### config.mk
export PLATFORM = sky130hd
export DESIGN_NAME = dual_serial_regif
export DESIGN_NICKNAME = d
export VERILOG_FILES = /design/src/rtl/dsr_pkg.sv /design/src/rtl/dsr_vector.sv /design/src/rtl/dsr_channel.sv /design/src/rtl/dual_serial_regif.sv
export SDC_FILE = /design/constraint.sdc
export NUM_CORES = 1
export LEC_CHECK = 0
export ABC_AREA = 1
export BUFFER_PORTS_ARGS = -buffer_cell sky130_fd_sc_hd__buf_2
export CAP_MARGIN = 20
export CORE_ASPECT_RATIO = 1.4
export CORE_MARGIN = 4
export CORE_UTILIZATION = 55
export CTS_BUF_LIST = sky130_fd_sc_hd__clkbuf_2
export DETAILED_ROUTE_END_ITERATION = 6
export PLACE_DENSITY = 0.83
export RECOVER_POWER = 100
export SLEW_MARGIN = 25
export SYNTH_ARGS = -nofsm -noshare
export SYNTH_HDL_FRONTEND = slang
export SYNTH_SLANG_ARGS = --single-unit
### constraint.sdc
create_clock -name clk -period 2.1 [get_ports clk]
set_input_delay 0.21 -clock clk [delete_from_list [all_inputs] [get_ports clk]]
set_output_delay 0.21 -clock clk [all_outputs]
set_load 0.01 [all_outputs]
### src/rtl/dsr_pkg.sv
package dsr_pkg;
  localparam int TC_W  = 16;
  localparam int DIV_W = TC_W + 7;

  localparam logic [2:0] CMD_HI     = 3'b001;
  localparam logic [2:0] CMD_CLR_TX = 3'b101;
  localparam logic [2:0] CMD_CLR_IS = 3'b111;

  localparam logic [7:0] VEC_LO_NONE = 8'h06;
  localparam logic [7:0] VEC_LO_ARX  = 8'h0C;
  localparam logic [7:0] VEC_LO_BRX  = 8'h04;
  localparam logic [7:0] VEC_LO_ATX  = 8'h08;
  localparam logic [7:0] VEC_HI_NONE = 8'h60;
  localparam logic [7:0] VEC_HI_ARX  = 8'h30;
  localparam logic [7:0] VEC_HI_BRX  = 8'h20;
  localparam logic [7:0] VEC_HI_ATX  = 8'h10;
  localparam logic [7:0] VEC_BTX     = 8'h00;

  localparam logic [7:0] MINTR_INIT = 8'hC0;

  function automatic logic [7:0] wreg_init(input int idx);
    case (idx)
      4:       return 8'h04;
      9:       return 8'hC0;
      11:      return 8'h08;
      14:      return 8'h30;
      15:      return 8'hF8;
      default: return 8'h00;
    endcase
  endfunction

  function automatic logic [DIV_W-1:0] calc_div(input logic [TC_W-1:0] tc,
                                                input logic [1:0] pre);
    logic [DIV_W-1:0] base;
    base = DIV_W'(tc) + DIV_W'(2);
    case (pre)
      2'b00:   return base;
      2'b01:   return base << 4;
      2'b10:   return base << 5;
      default: return base << 6;
    endcase
  endfunction

  function automatic logic [3:0] calc_width(input logic [1:0] code);
    case (code)
      2'b00:   return 4'd5;
      2'b01:   return 4'd7;
      2'b10:   return 4'd6;
      default: return 4'd8;
    endcase
  endfunction
endpackage

### src/rtl/dsr_vector.sv
module dsr_vector
  import dsr_pkg::*;
(
  input  logic [1:0] rx_ius,
  input  logic [1:0] tx_ius,
  input  logic       status_hi,
  output logic [7:0] vec
);
  // index 1 is channel A, index 0 is channel B
  always_comb begin
    if (rx_ius[1])      vec = status_hi ? VEC_HI_ARX  : VEC_LO_ARX;
    else if (rx_ius[0]) vec = status_hi ? VEC_HI_BRX  : VEC_LO_BRX;
    else if (tx_ius[1]) vec = status_hi ? VEC_HI_ATX  : VEC_LO_ATX;
    else if (tx_ius[0]) vec = VEC_BTX;
    else                vec = status_hi ? VEC_HI_NONE : VEC_LO_NONE;
  end
endmodule

### src/rtl/dsr_channel.sv
module dsr_channel
  import dsr_pkg::*;
(
  input  logic             clk,
  input  logic             rst,
  input  logic             soft_rst,
  input  logic             ctrl_wr,
  input  logic             data_wr,
  input  logic             ctrl_rd,
  input  logic             data_rd,
  input  logic [7:0]       wdata,
  input  logic             rx_valid,
  input  logic [7:0]       rx_byte,
  input  logic             brk_set,
  output logic [3:0]       ptr,
  output logic [7:0]       ctrl_val,
  output logic [7:0]       rx_hold,
  output logic             rx_pend,
  output logic             tx_pend,
  output logic             rx_ius,
  output logic             tx_ius,
  output logic             brk_flag,
  output logic             irq_term,
  output logic             mintr_we,
  output logic [DIV_W-1:0] baud_div,
  output logic [1:0]       parity,
  output logic             stop_two,
  output logic [3:0]       data_bits
);
  localparam int NREG = 16;

  logic [7:0] wr_q [NREG];
  logic       avail;
  logic       n_rxp, n_txp, n_rxi, n_txi, n_av;
  logic       accept, cmd_wr;
  logic [2:0] cmd;

  assign cmd      = wdata[5:3];
  assign cmd_wr   = ctrl_wr && (ptr == 4'd0);
  assign mintr_we = ctrl_wr && (ptr == 4'd9);
  assign accept   = rx_valid && wr_q[3][0] && !avail;

  always_comb begin
    n_rxp = rx_pend;
    n_txp = tx_pend;
    n_rxi = rx_ius;
    n_txi = tx_ius;
    n_av  = avail;
    if (cmd_wr) begin
      if (cmd == CMD_CLR_TX) begin
        n_txp = 1'b0;
        n_txi = 1'b0;
      end else if (cmd == CMD_CLR_IS) begin
        if (rx_ius) begin
          n_rxi = 1'b0;
          if (tx_pend) n_txi = 1'b1;
        end else begin
          n_txi = 1'b0;
        end
      end
    end
    if (data_wr) begin
      n_txp = 1'b1;
      if (!rx_ius) n_txi = 1'b1;
    end
    if (data_rd) begin
      n_av  = 1'b0;
      n_rxp = 1'b0;
      n_rxi = 1'b0;
      if (n_txp) n_txi = 1'b1;
    end
    if (accept) begin
      n_av  = 1'b1;
      n_rxp = 1'b1;
      n_rxi = 1'b1;
    end
  end

  always_ff @(posedge clk) begin
    if (rst || soft_rst) begin
      ptr      <= '0;
      rx_pend  <= 1'b0;
      tx_pend  <= 1'b0;
      rx_ius   <= 1'b0;
      tx_ius   <= 1'b0;
      avail    <= 1'b0;
      brk_flag <= 1'b0;
      rx_hold  <= '0;
      for (int i = 0; i < NREG; i++) wr_q[i] <= wreg_init(i);
    end else begin
      if (ctrl_wr) begin
        if (ptr == 4'd0) begin
          ptr <= {cmd == CMD_HI, wdata[2:0]};
        end else begin
          if (ptr != 4'd9) wr_q[ptr] <= wdata;
          ptr <= '0;
        end
      end else if (ctrl_rd) begin
        ptr <= '0;
      end
      rx_pend <= n_rxp;
      tx_pend <= n_txp;
      rx_ius  <= n_rxi;
      tx_ius  <= n_txi;
      avail   <= n_av;
      if (accept)  rx_hold  <= rx_byte;
      if (brk_set) brk_flag <= 1'b1;
    end
  end

  // registered line-format decode
  always_ff @(posedge clk) begin
    if (rst || soft_rst) begin
      baud_div  <= DIV_W'(2);
      parity    <= 2'b00;
      stop_two  <= 1'b0;
      data_bits <= 4'd5;
    end else begin
      baud_div  <= calc_div({wr_q[13], wr_q[12]}, wr_q[4][7:6]);
      parity    <= wr_q[4][0] ? (wr_q[4][1] ? 2'b10 : 2'b01) : 2'b00;
      stop_two  <= (wr_q[4][3:2] == 2'b11);
      data_bits <= calc_width(wr_q[5][6:5]);
    end
  end

  always_comb begin
    case (ptr)
      4'd0:    ctrl_val = {brk_flag, 1'b1, 3'b000, 1'b1, 1'b0, avail};
      4'd1:    ctrl_val = 8'h07;
      4'd12:   ctrl_val = wr_q[12];
      4'd13:   ctrl_val = wr_q[13];
      default: ctrl_val = 8'h00;
    endcase
  end

  assign irq_term = (wr_q[1][1] && tx_pend)
                  || (((wr_q[1][4:3] == 2'b01) || (wr_q[1][4:3] == 2'b10)) && rx_pend)
                  || (wr_q[15][7] && brk_flag);

  assert_tx_service_pending_R4: assert property (@(posedge clk) disable iff (rst)
    tx_ius |-> tx_pend);
  assert_rx_service_pending_R4: assert property (@(posedge clk) disable iff (rst)
    rx_ius |-> rx_pend);
  assert_ptr_clear_on_read_R3: assert property (@(posedge clk) disable iff (rst)
    (ctrl_rd && !ctrl_wr) |=> (ptr == 4'd0));
  assert_held_byte_kept_R11: assert property (@(posedge clk) disable iff (rst || soft_rst)
    (rx_valid && avail) |=> $stable(rx_hold));
  assert_soft_reset_clears_R8: assert property (@(posedge clk) disable iff (rst)
    soft_rst |=> (!rx_pend && !tx_pend && !brk_flag && ptr == 4'd0));
endmodule

### src/rtl/dual_serial_regif.sv
module dual_serial_regif
  import dsr_pkg::*;
#(
  parameter int ADDR_SHIFT = 0,
  parameter int ADDR_W     = 8
) (
  input  logic             clk,
  input  logic             rst,
  input  logic [ADDR_W-1:0] bus_addr,
  input  logic             bus_wr,
  input  logic             bus_rd,
  input  logic [7:0]       bus_wdata,
  output logic [7:0]       bus_rdata,
  input  logic             rx_valid_a,
  input  logic [7:0]       rx_byte_a,
  input  logic             rx_valid_b,
  input  logic [7:0]       rx_byte_b,
  input  logic             brk_a,
  input  logic             brk_b,
  output logic             irq,
  output logic [DIV_W-1:0] baud_div_a,
  output logic [1:0]       parity_a,
  output logic             stop_two_a,
  output logic [3:0]       data_bits_a,
  output logic [DIV_W-1:0] baud_div_b,
  output logic [1:0]       parity_b,
  output logic             stop_two_b,
  output logic [3:0]       data_bits_b
);
  localparam int SEL_BIT = ADDR_SHIFT;
  localparam int CH_BIT  = ADDR_SHIFT + 1;
  localparam int NCH     = 2;

  logic             is_data, ch_sel, rd_en;
  logic [NCH-1:0]   ctrl_wr, data_wr, ctrl_rd, data_rd, soft_rst, mintr_we;
  logic [NCH-1:0]   rx_valid_v, brk_v, rxp, txp, rxi, txi, brk_f, irq_t;
  logic [7:0]       rx_byte_v [NCH];
  logic [7:0]       ctrl_val [NCH];
  logic [7:0]       hold_v [NCH];
  logic [3:0]       ptr_v [NCH];
  logic [DIV_W-1:0] div_v [NCH];
  logic [1:0]       par_v [NCH];
  logic [NCH-1:0]   stop_v;
  logic [3:0]       bits_v [NCH];
  logic [7:0]       mintr_q, vec, pend_bits;

  assign is_data = bus_addr[SEL_BIT];
  assign ch_sel  = bus_addr[CH_BIT];
  assign rd_en   = bus_rd && !bus_wr;

  // index 0 = channel B, index 1 = channel A
  assign rx_valid_v   = {rx_valid_a, rx_valid_b};
  assign brk_v        = {brk_a, brk_b};
  assign rx_byte_v[0] = rx_byte_b;
  assign rx_byte_v[1] = rx_byte_a;

  // reset field bit 6 targets B, bit 7 targets A
  assign soft_rst = (|mintr_we) ? bus_wdata[7:6] : 2'b00;

  generate
    for (genvar c = 0; c < NCH; c++) begin : g_ch
      assign ctrl_wr[c] = bus_wr && !is_data && (ch_sel == c[0]);
      assign data_wr[c] = bus_wr &&  is_data && (ch_sel == c[0]);
      assign ctrl_rd[c] = rd_en  && !is_data && (ch_sel == c[0]);
      assign data_rd[c] = rd_en  &&  is_data && (ch_sel == c[0]);

      dsr_channel u_ch (
        .clk       (clk),
        .rst       (rst),
        .soft_rst  (soft_rst[c]),
        .ctrl_wr   (ctrl_wr[c]),
        .data_wr   (data_wr[c]),
        .ctrl_rd   (ctrl_rd[c]),
        .data_rd   (data_rd[c]),
        .wdata     (bus_wdata),
        .rx_valid  (rx_valid_v[c]),
        .rx_byte   (rx_byte_v[c]),
        .brk_set   (brk_v[c]),
        .ptr       (ptr_v[c]),
        .ctrl_val  (ctrl_val[c]),
        .rx_hold   (hold_v[c]),
        .rx_pend   (rxp[c]),
        .tx_pend   (txp[c]),
        .rx_ius    (rxi[c]),
        .tx_ius    (txi[c]),
        .brk_flag  (brk_f[c]),
        .irq_term  (irq_t[c]),
        .mintr_we  (mintr_we[c]),
        .baud_div  (div_v[c]),
        .parity    (par_v[c]),
        .stop_two  (stop_v[c]),
        .data_bits (bits_v[c])
      );
    end
  endgenerate

  always_ff @(posedge clk) begin
    if (rst) begin
      mintr_q <= MINTR_INIT;
    end else if (|mintr_we) begin
      mintr_q <= (bus_wdata[7:6] == 2'b11) ? MINTR_INIT : bus_wdata;
    end
  end

  dsr_vector u_vec (
    .rx_ius    (rxi),
    .tx_ius    (txi),
    .status_hi (mintr_q[4]),
    .vec       (vec)
  );

  assign pend_bits = {2'b00, rxp[1], txp[1], brk_f[1], rxp[0], txp[0], brk_f[0]};

  always_ff @(posedge clk) begin
    if (rst) begin
      bus_rdata <= '0;
      irq       <= 1'b0;
    end else begin
      irq <= |irq_t;
      if (rd_en) begin
        if (is_data) begin
          bus_rdata <= hold_v[ch_sel];
        end else begin
          case (ptr_v[ch_sel])
            4'd2:    bus_rdata <= ch_sel ? 8'h00 : vec;
            4'd3:    bus_rdata <= ch_sel ? pend_bits : 8'h00;
            default: bus_rdata <= ctrl_val[ch_sel];
          endcase
        end
      end
    end
  end

  assign baud_div_a  = div_v[1];
  assign parity_a    = par_v[1];
  assign stop_two_a  = stop_v[1];
  assign data_bits_a = bits_v[1];
  assign baud_div_b  = div_v[0];
  assign parity_b    = par_v[0];
  assign stop_two_b  = stop_v[0];
  assign data_bits_b = bits_v[0];

  assert_vec_arx_code_R5: assert property (@(posedge clk) disable iff (rst)
    (rd_en && !is_data && !ch_sel && ptr_v[0] == 4'd2 && rxi[1])
    |=> (bus_rdata == 8'h0C || bus_rdata == 8'h30));
  assert_irq_quiet_R7: assert property (@(posedge clk) disable iff (rst)
    (rxp == 2'b00 && txp == 2'b00 && brk_f == 2'b00) |=> !irq);
  assert_single_reset_target_R8: assert property (@(posedge clk) disable iff (rst)
    $onehot0(mintr_we));
endmodule

==> flow_metrics.tcl, run 1 <==
set metrics [dict create \
    synthToLayoutAreaGrowth_pct 17.5 \
    syn_area_um2 8010 \
    synth.area.top_cells "dfxtp_1 (26%), edfxtp_1 (22%), nand2_1 (14%)" \
    track_usage 0.280 \
    place.gp.congestion 0.936 \
    clk_latency_ns 0.73 \
    synth_most_common_cell "nand2_1" \
    sequentialPowerShare 0.581 \
    syn_inst 1084 \
    slowest_stage "dlygate4sd3_1" \
    clk_pin_slew_ns 0.24 \
    cp.arrival_ns 2.61 \
    synth_top_area_frac 0.260 \
    avgSynthCellArea_um2 7.39 \
    dp_hpwl_um 16600 \
    sw_frac_of_total 0.278 \
    drive_above_1_share 0.0910 \
    grt_max_degree 34 \
    p_switching_mw 1.65 \
    grt_pass1_wl_um 36300 \
    drt_first_pass_iters 7 \
    period_needed_ns 1.97 \
    initial_utilization 0.568 \
    drc 0 \
    ant_nets 0 \
    synth_warnings 0 \
    cts_tree "done" \
    slew_violations 0 \
    first_global_vias 7580 \
    max_freq_mhz 509 \
    layout.nets 1299 \
    post_drt_wl_per_cell_um 15.6 \
    power_density_nw_per_um2 629 \
    tns_ns 0 \
    cp.required_ns 2.74 \
    cts_buffers 17 \
    status "finished clean" \
    max-slew-margin-rel 0.639 \
    hold_path_class "in -> reg" \
    synth_top_cell_by_area "dfxtp_1" \
    synth_nets 1132 \
    cts.sinks 162 \
    cts_max_level 4 \
    chipWidth_um 110 \
    root_buffer "clkbuf_2" \
    place_ws_ns 0.128 \
    finalWirelength_um 22600 \
    grt-ovfl-total 0 \
    finalHoldViolCount 0 \
    crit_start "g_ch[1].u_ch.ptr[0]" \
    fp.dieArea_um2 16600 \
    worst_hold_startpoint "brk_b" \
    seqCellArea_um2 3830 \
    crit_path_max_incr_delay_ns 0.55 \
    peakVddDrop_uv 357 \
    crit_path_start_kind "register" \
    path_cells "nand2_1 -> nor3_2 -> nand2_1 -> nand2_2 -> nand2_1 -> nand2_4 -> buf_4 -> nor2_1 -> dlygate4sd3_1" \
    critPathKind "reg -> reg" \
    clock_power_share 0.307 \
    multi_input_area_um2 3630 \
    synthArstFlopShare 0 \
    vias_per_cell 5.55 \
    worstMarginPinSlew_ns 0.538 \
    synthFlopType "dfxtp_1" \
    synth_cell_types 41 \
    cp_common_cell "nand2_1" \
    end_kind "register" \
    dieHeight_um 151 \
    fin_crit_sh 0.936 \
    finClkSkew_ns 0.0370 \
    rsz0062_at_grt "no" \
    finalSetupViolCount 0 \
    antenna_found_initial 1 \
    leakagePower_nw 4.17 \
    vias 8050 \
    io_buffers 102 \
    cp_max_fo 7 \
    internal_power_mw 4.28 \
    cap_violations 0 \
    critPathBufInv 2 \
    combPwrFrac 0.113 \
    cp_top_family "simple AND/OR/NAND/NOR gates" \
    rows 51 \
    core_um2 14100 \
    io_pins 109 \
    fillers 1296 \
    crit-reg2reg-launch "g_ch[1].u_ch.ptr[0]" \
    synth_common_cells "nand2_1 (298), nor2_1 (146), nand3_1 (118)" \
    clockBufferDepth 2 \
    drt_iter0_drc 714 \
    synth_seq_cells 162 \
    yosysSeqAreaShare 0.477 \
    synth_edf_count 58 \
    setup_ws_ns 0.134 \
]
## area by class of cell
class	count	area share
diodes	1	0.000266
repair buffers	166	0.107
clock buffers	19	0.0101
flip-flops and latches	162	0.406
clock inverters	13	0.0167
inverters	123	0.0493
well taps	185	0.0246
multi-input cells	781	0.385
## placed cells by master, fill, tap and decap left out, types with 4 or more instances in the layout
cell type / Yosys / routed
o21ai_0: 34 / 34
inv_2: 5 / 5
edfxtp_1: 58 / 58
buf_2: 12 / 33
dfxtp_1: 104 / 101
nand2_1: 298 / 300
a21oi_1: 63 / 63
a31oi_1: 4 / 4
buf_4: 2 / 18
clkbuf_1: 4 / 72
nand3_1: 118 / 119
nor3_1: 16 / 16
nand4_1: 19 / 19
inv_1: 106 / 108
o22ai_1: 9 / 9
a22oi_1: 6 / 6
ha_1: 8 / 8
nand2_2: 8 / 5
dlygate4sd3_1: 0 / 42
nor2_1: 146 / 146
o211ai_1: 7 / 7
nor2_2: 10 / 10
clkinv_1: 11 / 11
clkbuf_2: 0 / 19
xor2_1: 9 / 9
## routing by layer
metal	share of wire	wire, um	vias up	track usage
li1	-	-	3895	-
met1	0.37	8330	3607	0.325
met2	0.49	11000	457	0.484
met3	0.084	1900	91	0.0448
met4	0.057	1290	0	0.158
met5	0	0	-	0
## path summary, 6_finish.rpt
kind | endpoint | slack, ns | depth (start not counted)
setup reg to reg | g_ch[1].u_ch.brk_flag | 0.13 | 9
hold / removal | g_ch[0].u_ch.brk_flag | 0.24 | 4
hold reg to reg | g_ch[1].u_ch.parity[0] | 0.46 | 1
setup / recovery | g_ch[1].u_ch.brk_flag | 0.13 | 9
## worst register-to-register path, stage by stage, from the launching register on
cell and delay [ns]:
dfxtp_2 0.45, nand2_1 0.12, nor3_2 0.17, nand2_1 0.10, nand2_2 0.11, nand2_1 0.10
nand2_4 0.11, buf_4 0.16, nor2_1 0.04, dlygate4sd3_1 0.55
## power groups by stage
| stage | Sequential (mW) | Clock, mW | Combinational, mW |
|---|---|---|---|
| after floorplan | 3.50 | 0 | 0.364 |
| after global placement | 3.50 | 0 | 0.603 |
| after detailed placement | 3.50 | 0 | 0.610 |
| after CTS | 3.44 | 1.81 | 0.667 |
| after global routing | 3.46 | 1.95 | 0.740 |
| final | 3.44 | 1.82 | 0.668 |
## flip-flops by register name (all words and copies together) (netlist names), 4 cells and up
register / cells
g_ch.u_ch.baud_div: 46
g_ch.u_ch.rx_hold: 16
g_ch.u_ch.data_bits: 8
g_ch.u_ch.wr_q: 58
g_ch.u_ch.ptr: 8
bus_rdata: 8
g_ch.u_ch.parity: 4
## cell families after synthesis
kind of cell | share of synthesized area
compound gates | 0.0951
simple gates | 0.335
flops | 0.477
xor+xnor | 0.0109
buf+inv | 0.0692
fa+ha+maj | 0.0125
## what timing repair did
action,in CTS,in global routing
setup endpoints to repair,0,34
buffers inserted,0,0
resized for setup,0,7
hold endpoints to repair,58,0
hold buffers,42,0
## stage by stage
stage                util  hold slack, ns  std cells  cell area, um^2  power, mW
finish              0.668           0.244       1450             9420       5.93
global route        0.668           0.239       1450             9420       6.15
CTS                 0.675           0.199       1449             9520       5.92
detailed placement  0.627           0.420       1375             8840       4.11
global placement    0.627           0.417       1375             8840       4.10
floorplan               -           0.279       1084             8010       3.87
(Power assumes the default switching activity.)
==> inputs of run 2 (changes only) <==
Settings changed: REMOVE_ABC_BUFFERS from default to 1.
==> run 2 against run 1 <==
  * Sequential power about the same
  * Non-clock buffer count increased by 7
  * Via count increased by 0.48%
  * Power increased by 5.5%
  * Wire length decreased by 0.16%
  * Critical path type unchanged
  * Critical endpoint is now g_ch[1].u_ch.wr_q[13][5]
==> flow_metrics.tcl, run 2 (synthesized netlist as in run 1, its figures left out) <==
set metrics [dict create \
    cp.arrival_ns 2.39 \
    leakagePower_nw 4.22 \
    peakVddDrop_uv 484 \
    finalSetupViolCount 0 \
    finalHoldViolCount 0 \
    cts_tree "done" \
    io_pins 109 \
    top_regs "g_ch.u_ch.wr_q: 58 flops, g_ch.u_ch.baud_div: 46 flops, g_ch.u_ch.rx_hold: 16 flops" \
    cap_violations 0 \
    p_total_mw 6.25 \
    post_drt_wl_per_cell_um 15.5 \
    largest_reg_flops 58 \
    clk_pin_slew_ns 0.24 \
    finClkSkew_ns 0.0406 \
    place.gp.congestion 1.00 \
    ant_nets 0 \
    power_density_nw_per_um2 657 \
    grt_pass1_wl_um 36100 \
    crit_path_start_kind "register" \
    root_buffer "clkbuf_2" \
    critPathKind "reg -> reg" \
    io_buffers 102 \
    fin_cells 1457 \
    track_usage 0.279 \
    first_global_vias 7626 \
    cts_buffers 17 \
    post_dp_cell_area_um2 8880 \
    rrSetupSlack_ns 0.16 \
    p_switching_mw 1.72 \
    grt-ovfl-total 0 \
    max_freq_mhz 515 \
    rr_endpoint "g_ch[1].u_ch.wr_q[13][5]" \
    end_kind "register" \
    postCtsSetupBuffers 0 \
    mostFrequentLayoutCells "nand2_1 (298), nor2_1 (147), nand3_1 (118)" \
    dieHeight_um 151 \
    clockBufferDepth 2 \
    fin_crit_sh 0.925 \
    fp.dieArea_um2 16600 \
    vias 8089 \
    sequentialPowerShare 0.550 \
    cts.sinks 162 \
    vias_per_cell 5.55 \
    hold_path_class "in -> reg" \
    max-slew-margin-rel 0.675 \
    crit_start "g_ch[0].u_ch.ptr[1]" \
    initial_utilization 0.568 \
    rows 51 \
    crit-reg2reg-launch "g_ch[0].u_ch.ptr[1]" \
    status "finished clean" \
    cp-endpoint "g_ch[1].u_ch.wr_q[13][5]" \
    period_needed_ns 1.94 \
    slew_violations 0 \
    cp.required_ns 2.55 \
    top_register "g_ch.u_ch.wr_q" \
    cp_max_fo 8 \
    dp_cells 1381 \
    grt_max_degree 34 \
    place_ws_ns 0.144 \
    combPwrFrac 0.108 \
    design_area_um2 9520 \
    chipWidth_um 110 \
    antenna_found_initial 1 \
    drt_first_pass_iters 7 \
    core_um2 14100 \
    cts_max_level 4 \
    drt_iter0_drc 579 \
    internal_power_mw 4.54 \
    synthToLayoutAreaGrowth_pct 18.8 \
    sw_frac_of_total 0.275 \
    dp_hpwl_um 16300 \
    rsz0062_at_grt "no" \
    setup_ws_ns 0.158 \
    layout.nets 1306 \
    drive_above_1_share 0.0976 \
    clock_power_share 0.342 \
    r2r_cells 10 \
    finalWirelength_um 22500 \
    worstMarginPinSlew_ns 0.488 \
    final_common_cell "nand2_1" \
    clk_latency_ns 0.76 \
    drc 0 \
]
run 2: cell count changes in the layout (fill, tap and decap cells not counted), moves of 2 or more:
cell	before	now
bufinv_16	3	5
buf_4	18	22
nand2_1	300	298
nand2_2	5	8
run 2: power by group through the flow:
stage / clock [mW] / combinational (mW) / sequential (mW)
floorplan: 0 / 0.346 / 3.51
global placement: 0 / 0.608 / 3.50
detailed placement: 0 / 0.617 / 3.50
CTS: 2.14 / 0.673 / 3.44
global route: 2.28 / 0.745 / 3.46
finish: 2.14 / 0.673 / 3.44
run 2: cell type report:
type / count / area, um^2
flip-flops and latches: 162 / 3830
clock buffers: 18 / 90.1
repair buffers: 173 / 1040
multi-input cells: 781 / 3640
clock inverters: 14 / 223
inverters: 123 / 464
fillers: 1216 / 4580
diodes: 1 / 2.50
well taps: 185 / 231
run 2: worst max-delay path: stages (launching register included):
cell and delay (ns):
dfxtp_2 0.43, inv_1 0.09, nand2_1 0.11, inv_2 0.08, nand3_1 0.14, nand2_2 0.10
nand2_1 0.08, nand2_2 0.11, nor2_8 0.17, nand2_2 0.07, nand2_1 0.25
run 2: per-stage QoR:
stage	util	hold WS, ns	setup TNS [ns]
2_1_floorplan	-	0.279	-0.102
3_3_place_gp	0.629	0.422	0
3_5_place_dp	0.629	0.423	0
4_1_cts	0.682	0.205	0
5_1_grt	0.675	0.208	0
6_report	0.675	0.207	0
run 2: worst min path at each step:
stage | start | endpoint | slack, ns | cells after the start
floorplan | rst | bus_rdata[0] | 0.28 | 1
global placement | g_ch[0].u_ch.wr_q[4][1] | g_ch[0].u_ch.parity[0] | 0.42 | 1
detailed placement | g_ch[1].u_ch.wr_q[4][1] | g_ch[1].u_ch.parity[0] | 0.42 | 1
CTS | rx_byte_b[3] | g_ch[0].u_ch.rx_hold[3] | 0.21 | 4
global route | rx_byte_b[2] | g_ch[0].u_ch.rx_hold[2] | 0.21 | 4
finish | brk_b | g_ch[0].u_ch.brk_flag | 0.21 | 4
run 2: what timing repair did:
action / in CTS / in global routing
hold endpoints to repair: 78 / 0
resized for setup: 0 / 5
setup endpoints to repair: 0 / 47
hold buffers: 43 / 0
run 2: layer usage:
metal | track usage | vias up | share of wire
met5 | 0 | - | 0
met4 | 0.172 | 0 | 0.065
met3 | 0.0482 | 127 | 0.077
met2 | 0.473 | 436 | 0.48
met1 | 0.323 | 3611 | 0.38
li1 | - | 3915 | -
==> inputs of run 3 (changes only) <==
Settings changed: ABC_AREA 1 to 0, CORE_ASPECT_RATIO 1.4 to default, GPL_ROUTABILITY_DRIVEN from default to 0, PLACE_DENSITY 0.83 to 0.82.
==> run 3 against run 2 <==
  * Via count decreased by 1.4%
  * Highest routed layer unchanged
  * Final cell count decreased by 11%
  * Combinational power grew 21%
  * Critical path depth increased by 1
  * Non-clock buffer count up 66
  * Register-to-register slack worse by 0.12 ns
  * The run now ends with design-rule violations, negative setup slack left
==> flow_metrics.tcl, run 3 <==
set metrics [dict create \
    hold_depth 3 \
    drive_above_1_share 0.184 \
    synth_warnings 0 \
    hold_path_class "in -> reg" \
    end_kind "register" \
    finalHoldViolCount 0 \
    synth_cell_types 83 \
    max_freq_mhz 473 \
    grt-ovfl-total 0 \
    track_usage 0.269 \
    crit_path_start_kind "input port" \
    yosysSeqAreaShare 0.446 \
    core_um2 15200 \
    multi_input_area_um2 4390 \
    violations "design-rule violations, negative setup slack" \
    synth.area.top_cells "dfxtp_1 (24%), edfxtp_1 (20%), mux2i_1 (4.7%)" \
    drc 1 \
    leakagePower_nw 3.95 \
    grt_pass1_wl_um 38300 \
    clk_latency_ns 0.76 \
    layout.nets 1148 \
    synth_seq_cells 162 \
    clockBufferDepth 2 \
    post_drt_wl_per_cell_um 18.5 \
    grt_max_degree 27 \
    cp_max_fo 4 \
    setup_ws_ns -0.0152 \
    mostFrequentLayoutCells "dfxtp_1 (103), buf_4 (84), nor2_1 (80)" \
    rrSetupSlack_ns 0.04 \
    crit-reg2reg-launch "g_ch[0].u_ch.ptr[1]" \
    first_global_vias 7557 \
    largest_reg_flops 58 \
    syn_area_um2 8570 \
    antenna_found_initial 1 \
    rr_endpoint "g_ch[0].u_ch.wr_q[15][7]" \
    top_regs "g_ch.u_ch.wr_q: 58 flops, g_ch.u_ch.baud_div: 46 flops, g_ch.u_ch.rx_hold: 16 flops" \
    cap_violations 0 \
    worst_hold_startpoint "rx_valid_b" \
    cts_tree "done" \
    worstMarginPinSlew_ns 0.663 \
    critPathKind "in -> reg" \
    r2r_cells 5 \
    tns_ns -0.0152 \
    cts_buffers 17 \
    syn_inst 915 \
    fillers 1254 \
    finalSetupViolCount 1 \
    cts_max_level 4 \
    synth_top_area_frac 0.243 \
    drt_iter0_drc 1078 \
    finalWirelength_um 24100 \
    synth_top_cell_by_area "dfxtp_1" \
    period_needed_ns 2.12 \
    cts.sinks 162 \
    slew_violations 0 \
    drt_first_pass_iters 7 \
    ant_nets 0 \
    fp.dieArea_um2 17600 \
    synthArstFlopShare 0 \
    status "complete, but fails checks" \
    avgSynthCellArea_um2 9.36 \
    cp.required_ns 2.79 \
    synthFlopType "dfxtp_1" \
    postLayoutCoreUtil 0.676 \
    root_buffer "clkbuf_2" \
    dp_hpwl_um 16900 \
    finClkSkew_ns 0.0413 \
    dieHeight_um 133 \
    chipWidth_um 133 \
    clk_pin_slew_ns 0.25 \
    io_pins 109 \
    rows 45 \
    synth_edf_count 58 \
    seqCellArea_um2 3820 \
    post_dp_cell_area_um2 9740 \
    rsz0062_at_grt "yes" \
    peakVddDrop_uv 349 \
    synthToLayoutAreaGrowth_pct 20.0 \
    cp.arrival_ns 2.80 \
    final_common_cell "dfxtp_1" \
    synth_common_cells "dfxtp_1 (104), nor2_1 (82), nand2_1 (70)" \
    io_buffers 102 \
    power_density_nw_per_um2 577 \
    vias_per_cell 6.13 \
    design_area_um2 10300 \
    synth_most_common_cell "dfxtp_1" \
    max-slew-margin-rel 0.557 \
    top_register "g_ch.u_ch.wr_q" \
    fin_crit_sh 1.01 \
    min_to "g_ch[0].u_ch.rx_ius" \
    initial_utilization 0.563 \
    vias 7978 \
]
## run 3: cell types whose count changed after synthesis, sizes merged, moves of 20 or more
cell | previous run | this run
a21oi | 63 | 35
and2 | 1 | 58
and3 | 0 | 22
buf | 14 | 34
clkbuf | 4 | 39
inv | 112 | 23
mux2i | 0 | 40
nand2 | 306 | 70
nand3 | 121 | 37
nor2 | 158 | 82
## run 3: how the worst max path moves through the flow
stage	start	end	slack, ns
floorplan	g_ch[0].u_ch.ptr[0]	g_ch[0].u_ch.wr_q[3][0]	-0.49
global placement	bus_wr	g_ch[1].u_ch.wr_q[12][2]	-0.03
detailed placement	bus_addr[1]	g_ch[0].u_ch.wr_q[13][7]	-0.11
CTS	g_ch[0].u_ch.wr_q[12][1]	g_ch[0].u_ch.baud_div[15]	0.008
global route	g_ch[0].u_ch.wr_q[12][2]	g_ch[0].u_ch.baud_div[15]	-0.06
finish	bus_addr[0]	g_ch[1].u_ch.tx_pend	-0.02
## run 3: kinds of logic after synthesis
| group | share of synthesized area |
|---|---|
| AO/OA/AOI/OAI | 0.150 |
| XOR/XNOR | 0.0235 |
| adder cells (fa/ha/maj) | 0.0117 |
| buffers and inverters | 0.0489 |
| flip-flops | 0.446 |
| multiplexers | 0.0678 |
| AND/OR/NAND/NOR | 0.252 |
## run 3: area by class of cell
type	count	share of cell area
diodes	1	0.000243
inverters	23	0.00840
flip-flops and latches	162	0.372
well taps	188	0.0229
repair buffers	239	0.147
clock inverters	14	0.0138
clock buffers	18	0.00877
multi-input cells	657	0.427
## run 3: worst max-delay path, stage by stage
cell and delay [ns]:
dlygate4sd3_1 0.54, clkbuf_1 0.12, buf_4 0.14, nand3b_2 0.26, buf_4 0.19, nor4b_2 0.25, buf_4 0.17, nand4b_1 0.10
dlygate4sd3_1 0.59, a32oi_1 0.17, nor2_1 0.06
## run 3: power breakdown
group          leakage [nW]  internal (mW)  switching, mW
Combinational          2.39          0.342          0.475
Clock                 0.123          0.538           1.12
Sequential             1.44           3.37         0.0852
## run 3: metrics by stage
step	hold slack, ns	power, mW	setup slack, ns	cells
2_1_floorplan	0.279	3.90	-0.495	842
3_3_place_gp	0.411	4.25	-0.0310	1230
3_5_place_dp	0.430	4.28	-0.108	1230
4_1_cts	0.0680	5.93	0.00820	1296
5_1_grt	0.117	6.16	-0.0564	1302
6_report	0.141	5.93	-0.0152	1302
## run 3: per-layer routing
metal | wire length [um] | share of wire | up-vias | GRT usage
met5 | 0 | 0 | - | 0
met3 | 2230 | 0.092 | 86 | 0.0616
met4 | 835 | 0.035 | 0 | 0.115
met2 | 11400 | 0.47 | 462 | 0.432
li1 | - | - | 3722 | -
met1 | 9680 | 0.40 | 3708 | 0.349
## run 3: what timing repair did
item	CTS	global route
resized for setup	2	14
buffers inserted	0	5
hold endpoints to repair	98	0
hold buffers	34	0
setup endpoints to repair	24	41
pin swaps	0	2
